[src/rtl/ares_pkg.sv]
package ares_pkg;
    typedef enum logic [1:0] {
        PH_IDLE = 2'd0,
        PH_ID   = 2'd1,
        PH_ADDR = 2'd2
    } phase_t;
endpackage

[src/rtl/ares_uid_bit_sel.sv]
module ares_uid_bit_sel #(
    parameter int UID_W = 32,
    parameter int CNT_W = 6
) (
    input  logic [UID_W-1:0] uid_i,
    input  logic [CNT_W-1:0] cnt_i,
    output logic             bit_o
);
    // slot k carries identifier bit UID_W-1-k (MSB first)
    always_comb begin
        bit_o = 1'b1;
        for (int i = 0; i < UID_W; i++) begin
            if (cnt_i == CNT_W'(i)) bit_o = uid_i[UID_W-1-i];
        end
    end
endmodule

[src/rtl/ares_addr_shift.sv]
module ares_addr_shift #(
    parameter int ADDR_W = 7
) (
    input  logic              clk,
    input  logic              rst_n,
    input  logic              shift_en_i,
    input  logic              latch_en_i,
    input  logic              bit_i,
    output logic [ADDR_W-1:0] addr_o
);
    typedef struct packed {
        logic [ADDR_W-1:0] sr;
        logic [ADDR_W-1:0] addr;
    } sh_t;

    sh_t st_q, st_d;

    always_comb begin
        st_d = st_q;
        if (shift_en_i) st_d.sr = {st_q.sr[ADDR_W-2:0], bit_i};
        if (latch_en_i) st_d.addr = {st_q.sr[ADDR_W-2:0], bit_i};
    end

    always_ff @(posedge clk or negedge rst_n) begin
        if (!rst_n) st_q <= '0;
        else        st_q <= st_d;
    end

    assign addr_o = st_q.addr;

    // the captured address changes only on a latch strobe
    p_addr_hold_r6: assert property (@(posedge clk) disable iff (!rst_n)
        !latch_en_i |=> $stable(addr_o));
endmodule

[src/rtl/ares_round_ctrl.sv]
module ares_round_ctrl
    import ares_pkg::*;
#(
    parameter int UID_W  = 32,
    parameter int ADDR_W = 7,
    parameter int CNT_W  = 6
) (
    input  logic             clk,
    input  logic             rst_n,
    input  logic             round_start_i,
    input  logic             bit_tick_i,
    input  logic             line_i,
    input  logic             my_bit_i,
    output phase_t           phase_o,
    output logic [CNT_W-1:0] cnt_o,
    output logic             contend_o,
    output logic             assigned_o,
    output logic             done_o,
    output logic             shift_en_o,
    output logic             latch_en_o
);
    typedef struct packed {
        phase_t           phase;
        logic [CNT_W-1:0] cnt;
        logic             contend;
        logic             saw_zero;
        logic             done;
        logic             assigned;
    } st_t;

    st_t  st_q, st_d;
    logic saw_now;

    always_comb begin
        st_d       = st_q;
        shift_en_o = 1'b0;
        latch_en_o = 1'b0;
        saw_now    = st_q.saw_zero | ~line_i;
        if (round_start_i) begin
            st_d.phase    = PH_ID;
            st_d.cnt      = '0;
            st_d.contend  = ~st_q.assigned;
            st_d.saw_zero = 1'b0;
            st_d.done     = 1'b0;
        end else if (bit_tick_i) begin
            unique case (st_q.phase)
                PH_ID: begin
                    st_d.saw_zero = saw_now;
                    if (st_q.contend && my_bit_i && !line_i) st_d.contend = 1'b0;
                    if (st_q.cnt == CNT_W'(UID_W-1)) begin
                        st_d.cnt = '0;
                        if (saw_now) begin
                            st_d.phase = PH_ADDR;
                        end else begin
                            st_d.phase = PH_IDLE;
                            st_d.done  = 1'b1;
                        end
                    end else begin
                        st_d.cnt = st_q.cnt + 1'b1;
                    end
                end
                PH_ADDR: begin
                    shift_en_o = 1'b1;
                    if (st_q.cnt == CNT_W'(ADDR_W-1)) begin
                        st_d.phase = PH_IDLE;
                        st_d.cnt   = '0;
                        if (st_q.contend) begin
                            latch_en_o    = 1'b1;
                            st_d.assigned = 1'b1;
                            st_d.contend  = 1'b0;
                        end
                    end else begin
                        st_d.cnt = st_q.cnt + 1'b1;
                    end
                end
                default: ;
            endcase
        end
    end

    always_ff @(posedge clk or negedge rst_n) begin
        if (!rst_n) st_q <= '{phase: PH_IDLE, default: '0};
        else        st_q <= st_d;
    end

    assign phase_o    = st_q.phase;
    assign cnt_o      = st_q.cnt;
    assign contend_o  = st_q.contend;
    assign assigned_o = st_q.assigned;
    assign done_o     = st_q.done;

    // an address, once held, is kept until reset
    p_assigned_sticky_r6: assert property (@(posedge clk) disable iff (!rst_n)
        st_q.assigned |=> st_q.assigned);
    // a loser stays out for the rest of the round
    p_loser_out_r3: assert property (@(posedge clk) disable iff (!rst_n)
        (st_q.phase == PH_ID && !st_q.contend && !round_start_i) |=> !st_q.contend);
    // slot counter stays inside the identifier
    p_cnt_range_r2: assert property (@(posedge clk) disable iff (!rst_n)
        (st_q.phase == PH_ID) |-> (st_q.cnt < CNT_W'(UID_W)));
    // completion appears only as the round closes without an address phase
    p_done_end_r7: assert property (@(posedge clk) disable iff (!rst_n)
        $rose(st_q.done) |-> (st_q.phase == PH_IDLE) && $stable(st_q.assigned));
endmodule

[src/rtl/uid_addr_resolver.sv]
module uid_addr_resolver
    import ares_pkg::*;
#(
    parameter int UID_W  = 32,
    parameter int ADDR_W = 7
) (
    input  logic              clk,
    input  logic              rst_n,
    input  logic              round_start_i,
    input  logic              bit_tick_i,
    input  logic [UID_W-1:0]  uid_i,
    input  logic              line_i,
    output logic              line_drive_low_o,
    output logic              assigned_o,
    output logic [ADDR_W-1:0] node_addr_o,
    output logic              resolve_done_o
);
    localparam int MAX_LEN = (UID_W > ADDR_W) ? UID_W : ADDR_W;
    localparam int CNT_W   = $clog2(MAX_LEN + 1);

    phase_t           phase_w;
    logic [CNT_W-1:0] cnt_w;
    logic             contend_w, my_bit_w, shift_en_w, latch_en_w;

    ares_uid_bit_sel #(.UID_W(UID_W), .CNT_W(CNT_W)) u_sel (
        .uid_i (uid_i),
        .cnt_i (cnt_w),
        .bit_o (my_bit_w)
    );

    ares_round_ctrl #(.UID_W(UID_W), .ADDR_W(ADDR_W), .CNT_W(CNT_W)) u_ctrl (
        .clk           (clk),
        .rst_n         (rst_n),
        .round_start_i (round_start_i),
        .bit_tick_i    (bit_tick_i),
        .line_i        (line_i),
        .my_bit_i      (my_bit_w),
        .phase_o       (phase_w),
        .cnt_o         (cnt_w),
        .contend_o     (contend_w),
        .assigned_o    (assigned_o),
        .done_o        (resolve_done_o),
        .shift_en_o    (shift_en_w),
        .latch_en_o    (latch_en_w)
    );

    ares_addr_shift #(.ADDR_W(ADDR_W)) u_shift (
        .clk        (clk),
        .rst_n      (rst_n),
        .shift_en_i (shift_en_w),
        .latch_en_i (latch_en_w),
        .bit_i      (line_i),
        .addr_o     (node_addr_o)
    );

    assign line_drive_low_o = (phase_w == PH_ID) && contend_w && !my_bit_w;

    // an assigned node keeps the line released
    p_assigned_silent_r6: assert property (@(posedge clk) disable iff (!rst_n)
        assigned_o |-> !line_drive_low_o);
    // address slots are left to the controller
    p_addr_slot_free_r10: assert property (@(posedge clk) disable iff (!rst_n)
        (phase_w == PH_ADDR) |-> !line_drive_low_o);
endmodule

[config.mk]
export PLATFORM = sky130hd
export DESIGN_NAME = uid_addr_resolver
export DESIGN_NICKNAME = d
export VERILOG_FILES = /design/src/rtl/ares_pkg.sv /design/src/rtl/ares_uid_bit_sel.sv /design/src/rtl/ares_addr_shift.sv /design/src/rtl/ares_round_ctrl.sv /design/src/rtl/uid_addr_resolver.sv
export SDC_FILE = /design/constraint.sdc
export NUM_CORES = 1
export LEC_CHECK = 0
export ABC_AREA = 1
export ABC_CLOCK_PERIOD_IN_PS = 3400
export BUFFER_PORTS_ARGS = -buffer_cell sky130_fd_sc_hd__buf_2
export CORE_AREA = 2 2 64 66
export CTS_BUF_LIST = sky130_fd_sc_hd__clkbuf_16
export DETAILED_ROUTE_END_ITERATION = 16
export DIE_AREA = 0 0 66 68
export PLACE_DENSITY = 0.75
export SYNTH_ARGS = -nofsm -noshare
export SYNTH_HDL_FRONTEND = slang
export SYNTH_SLANG_ARGS = --single-unit
[constraint.sdc]
create_clock -name clk -period 3.4 [get_ports clk]
set_input_delay 0.34 -clock clk [delete_from_list [all_inputs] [get_ports clk]]
set_output_delay 0.34 -clock clk [all_outputs]
set_load 0.03 [all_outputs]
==> flow_summary.html <==
<table>
<tr><th>Metric</th><th>Value</th></tr>
<tr><th colspan="2">Outcome</th></tr>
<tr><td>Status</td><td>finished with violations</td></tr>
<tr><td>Violated checks</td><td>negative setup slack</td></tr>
<tr><th colspan="2">Clock tree</th></tr>
<tr><td>Worst-case clock buffer depth</td><td>2</td></tr>
<tr><td>TritonCTS clock tree</td><td>yes</td></tr>
<tr><td>CTS Hold Bufs</td><td>0</td></tr>
<tr><td>Source-to-sink clock delay at the later pin of the worst-skew pair</td><td>0.26 ns</td></tr>
<tr><td>Number of levels in the clock H-tree</td><td>1</td></tr>
<tr><td>Sinks on the clock net</td><td>25</td></tr>
<tr><td>Master cell of the clock root buffer</td><td>sky130_fd_sc_hd__clkbuf_16</td></tr>
<tr><td>Number of buffers added by the clock tree synthesis step</td><td>3</td></tr>
<tr><td>Clock-pin transition on the worst setup and hold timing paths</td><td>0.06 ns</td></tr>
<tr><th colspan="2">Run</th></tr>
<tr><td>Max-cap check violation count</td><td>0</td></tr>
<tr><th colspan="2">Critical path</th></tr>
<tr><td>Critical path peak fanout</td><td>5</td></tr>
<tr><td>Most frequent cell on the critical path</td><td>sky130_fd_sc_hd__nand2_1</td></tr>
<tr><td>Reg2reg end</td><td>u_ctrl.contend_o</td></tr>
<tr><td>Critical-path cell with the highest stage delay</td><td>sky130_fd_sc_hd__dfrtp_1</td></tr>
<tr><td>Critical path arrival</td><td>3.10 ns</td></tr>
<tr><td>R2R cell count</td><td>39</td></tr>
<tr><td>Worst setup EP type</td><td>output port</td></tr>
<tr><td>Startpoint of the worst-slack reg-to-reg timing path</td><td>u_ctrl.cnt_o[0]</td></tr>
<tr><td>Worst R2R Setup Slack</td><td>0.58 ns</td></tr>
<tr><td>Startpoint kind of the worst setup timing path</td><td>flip-flop</td></tr>
<tr><td>Start-to-end type of the worst setup path</td><td>reg2out</td></tr>
<tr><td>Worst path max stage delay</td><td>0.42 ns</td></tr>
<tr><td>Crit path required time</td><td>3.06 ns</td></tr>
<tr><th colspan="2">GRT</th></tr>
<tr><td>Global routing's busiest layer</td><td>met2</td></tr>
<tr><td>Final global-route overflow total</td><td>0</td></tr>
<tr><td>Via count of the first global-routing pass</td><td>1631</td></tr>
<tr><td>All-Layer GR Usage</td><td>20.1%</td></tr>
<tr><td>Global-route wire length before repair</td><td>6960 µm</td></tr>
<tr><td>Antenna violations before repair</td><td>0</td></tr>
<tr><td>Routing usage on met3</td><td>1.81%</td></tr>
<tr><td>Largest net degree at the start of global routing</td><td>26</td></tr>
<tr><td>Global routing usage on met1</td><td>25.0%</td></tr>
<tr><td>Met2 Usage GRT</td><td>37.6%</td></tr>
<tr><th colspan="2">Hold path</th></tr>
<tr><td>Kind of path behind the tightest hold check</td><td>in2async</td></tr>
<tr><th colspan="2">Placement</th></tr>
<tr><td>Routability cong.</td><td>0.927</td></tr>
<tr><td>Number of I/O port buffers</td><td>46</td></tr>
<tr><td>Instance area at placement</td><td>0.00209 mm²</td></tr>
<tr><td>DPL Wire Length</td><td>3300 µm</td></tr>
<tr><th colspan="2">Timing</th></tr>
<tr><td>Clock Skews</td><td>0.00162 ns</td></tr>
<tr><td>Fin crit share</td><td>101%</td></tr>
<tr><td>Setup violations, final</td><td>1</td></tr>
<tr><td>Highest achievable clock rate</td><td>0.290 GHz</td></tr>
<tr><td>Worst Max-Slew Pin Slew</td><td>0.675 ns</td></tr>
<tr><td>Unrepaired setup endpoints after global routing</td><td>true</td></tr>
<tr><td>Slew Viols, Final</td><td>0</td></tr>
<tr><td>Fin crit period</td><td>3.44 ns</td></tr>
<tr><td>Max_slew headroom</td><td>54.9%</td></tr>
<tr><td>Post-Route Setup TNS</td><td>-0.0428 ns</td></tr>
<tr><td>Post-route setup slack</td><td>-0.0428 ns</td></tr>
<tr><td>Count of final hold-check violations</td><td>0</td></tr>
<tr><th colspan="2">Route</th></tr>
<tr><td>Final wirelength</td><td>4290 µm</td></tr>
<tr><td>Routed via count divided by cell count</td><td>4.76</td></tr>
<tr><td>DRC violation count after routing</td><td>0</td></tr>
<tr><td>Via total after detailed routing</td><td>1838</td></tr>
<tr><td>WL per Instance</td><td>11.1 µm</td></tr>
<tr><td>Number of iterations in the first detailed-routing pass</td><td>4</td></tr>
<tr><td>Number of nets still failing antenna checks after routing</td><td>0</td></tr>
<tr><td>DRC violation total after the first TritonRoute iteration</td><td>79</td></tr>
<tr><th colspan="2">Logic synthesis</th></tr>
<tr><td>Synthesis Warnings</td><td>0</td></tr>
<tr><td>Cell count after synthesis</td><td>289</td></tr>
<tr><td>Syn avg cell area</td><td>6.43 µm²</td></tr>
<tr><td>Syn nets</td><td>330</td></tr>
<tr><td>Share of synthesized area occupied by flip-flops and latches</td><td>33.6%</td></tr>
<tr><td>Count of cell types in the netlist</td><td>32</td></tr>
<tr><td>Total standard cell area after synthesis</td><td>0.00186 mm²</td></tr>
<tr><td>Flop and latch count out of synthesis</td><td>25</td></tr>
<tr><th colspan="2">Floorplan</th></tr>
<tr><td>DIE AREA</td><td>0.00449 mm²</td></tr>
<tr><td>Initial core utilization</td><td>48.2%</td></tr>
<tr><td>Boundary pin count</td><td>47</td></tr>
<tr><td>Placeable core region</td><td>0.00386 mm²</td></tr>
<tr><td>Die X</td><td>66 µm</td></tr>
<tr><td>Die boundary height</td><td>68 µm</td></tr>
<tr><td>Number of cell rows</td><td>23</td></tr>
<tr><th colspan="2">Cells and area</th></tr>
<tr><td>Share of post-route cells with drive strength above 1</td><td>26.2%</td></tr>
<tr><td>Summed area of non-filler cells in the final layout</td><td>0.00229 mm²</td></tr>
<tr><td>Syn-to-layout area delta</td><td>23.2%</td></tr>
<tr><td>Most frequent cells in the layout</td><td>sky130_fd_sc_hd__nand2_1 (76), sky130_fd_sc_hd__inv_1 (50), sky130_fd_sc_hd__buf_2 (45)</td></tr>
<tr><td>Number of nets in the final layout</td><td>378</td></tr>
<tr><td>Number of antenna cells inserted</td><td>0</td></tr>
<tr><td>Most common cell after layout, fill and taps aside</td><td>sky130_fd_sc_hd__nand2_1</td></tr>
<tr><td>Filler instances</td><td>383</td></tr>
<tr><th colspan="2">Pwr</th></tr>
<tr><td>Peak VDD IR</td><td>357 µV</td></tr>
<tr><td>Power per standard cell area</td><td>337 mW/mm²</td></tr>
<tr><td>P_leak</td><td>1.17 nW</td></tr>
</table>
[state kept, by name, summed over array words and instances, names as in the netlist]
signal,flops
u_ctrl.assigned_o,1
u_ctrl.cnt_o,6
u_ctrl.contend_o,1
u_ctrl.done_o,1
u_ctrl.phase_o,2
u_ctrl.st_q,1
u_shift.addr_o,7
u_shift.st_q,6
[metrics by stage]
stage / total power (W) / instances / util (%) / hold slack (ns) / setup WS, ns
finish: 0.000771 / 386 / 59.4 / 0.0610 / -0.0428
global route: 0.000819 / 386 / 59.4 / 0.104 / -0.380
CTS: 0.000770 / 381 / 58.2 / 0.0797 / -0.0156
detailed placement: 0.000498 / 375 / 54.2 / 0.356 / 0.0598
global placement: 0.000495 / 375 / 54.2 / 0.357 / 0.116
floorplan: 0.000446 / 289 / - / 0.0444 / 0.388
[synthesized netlist by cell type]
master	number	share of area, %
sky130_fd_sc_hd__nand3_1	12	3.2
sky130_fd_sc_hd__nor2_2	2	0.67
sky130_fd_sc_hd__buf_6	1	0.61
sky130_fd_sc_hd__o21bai_1	1	0.40
sky130_fd_sc_hd__buf_4	7	2.8
sky130_fd_sc_hd__dfrtp_1	25	34
sky130_fd_sc_hd__xor2_1	1	0.47
sky130_fd_sc_hd__a22oi_1	1	0.40
sky130_fd_sc_hd__clkbuf_1	4	0.81
sky130_fd_sc_hd__o31ai_1	2	0.81
sky130_fd_sc_hd__nand2_1	79	16
sky130_fd_sc_hd__o21ai_0	23	6.2
sky130_fd_sc_hd__o21ai_1	1	0.27
sky130_fd_sc_hd__a21oi_2	1	0.47
sky130_fd_sc_hd__a21boi_0	1	0.40
sky130_fd_sc_hd__nand2_2	2	0.67
sky130_fd_sc_hd__nor4_1	1	0.34
sky130_fd_sc_hd__inv_2	4	0.81
sky130_fd_sc_hd__nor3_1	8	2.2
sky130_fd_sc_hd__ha_1	4	2.7
sky130_fd_sc_hd__inv_1	52	10
sky130_fd_sc_hd__a31oi_1	1	0.34
sky130_fd_sc_hd__or3_1	1	0.34
sky130_fd_sc_hd__or2_2	2	0.67
sky130_fd_sc_hd__o22ai_1	2	0.67
sky130_fd_sc_hd__nand3b_1	1	0.40
sky130_fd_sc_hd__nor3_2	1	0.54
sky130_fd_sc_hd__nor2_4	3	1.8
sky130_fd_sc_hd__nor2_1	32	6.5
sky130_fd_sc_hd__a211oi_2	1	0.67
sky130_fd_sc_hd__nand3_2	1	0.54
sky130_fd_sc_hd__a21oi_1	12	3.2
[report_power, final]
| group | internal [W] | total [W] | switching [W] | leakage (nW) |
|---|---|---|---|---|
| Clock | 0.000159 | 0.000259 | 0.0000991 | 0.0371 |
| Combinational | 0.0000671 | 0.000163 | 0.0000954 | 0.820 |
| Sequential | 0.000332 | 0.000350 | 0.0000183 | 0.317 |
| Total | 0.000558 | 0.000771 | 0.000213 | 1.17 |
[logic make-up (layout without fill, tap and decap cells)]
group                      Yosys count  after routing  synth area share (%)
AOI/OAI and AO/OA                   46             46                  13.9
xor gates and xnor gates             1              1                 0.471
adders and majority gates            4              4                  2.69
buffers and inverters               68            115                  15.5
DFF                                 25             25                  33.6
and+or+nand+nor                    145            145                  33.8
[timing repair]
action | in CTS | in global routing
hold endpoints to repair | 0 | 0
pin swaps | 2 | 5
setup buffers | 2 | 5
gates resized for setup | 14 | 4
endpoints found under the setup margin | 1 | 1
[critical path, delay by kind of cell (launching register included)]
kind | cells | cell delay [ns]
flip-flops | 1 | 0.42
AND/OR/NAND/NOR | 32 | 1.71
AO/OA/AOI/OAI | 1 | 0.23
adder cells (fa/ha/maj) | 1 | 0.19
buffers and inverters | 2 | 0.29
[routing by layer]
layer / share of wire [%] / up-vias
li1: - / 983
met1: 46 / 810
met2: 49 / 41
met3: 3.7 / 4
met4: 0.79 / 0
met5: 0 / -
[layout make-up]
| type | count | area (µm²) | share of cell area (%) |
|---|---|---|---|
| Multi-Input combinational cell | 196 | 1000 | 43.9 |
| Clock buffer | 3 | 75.1 | 3.28 |
| Tap cell | 50 | 62.6 | 2.73 |
| Timing Repair Buffer | 55 | 300 | 13.1 |
| Clock inverter | 1 | 7.51 | 0.328 |
| Sequential cell | 25 | 628 | 27.4 |
| Inverter | 56 | 213 | 9.28 |
[worst max-delay path by stage]
stage | to | slack (ns) | startpoint
floorplan | line_drive_low_o | 0.39 | u_ctrl.cnt_o[1]
global placement | line_drive_low_o | 0.12 | u_ctrl.cnt_o[0]
detailed placement | line_drive_low_o | 0.06 | u_ctrl.cnt_o[0]
CTS | line_drive_low_o | -0.02 | u_ctrl.cnt_o[1]
global route | line_drive_low_o | -0.38 | u_ctrl.cnt_o[1]
finish | line_drive_low_o | -0.04 | u_ctrl.cnt_o[1]
Note: power is estimated with default switching activity, not from simulation.
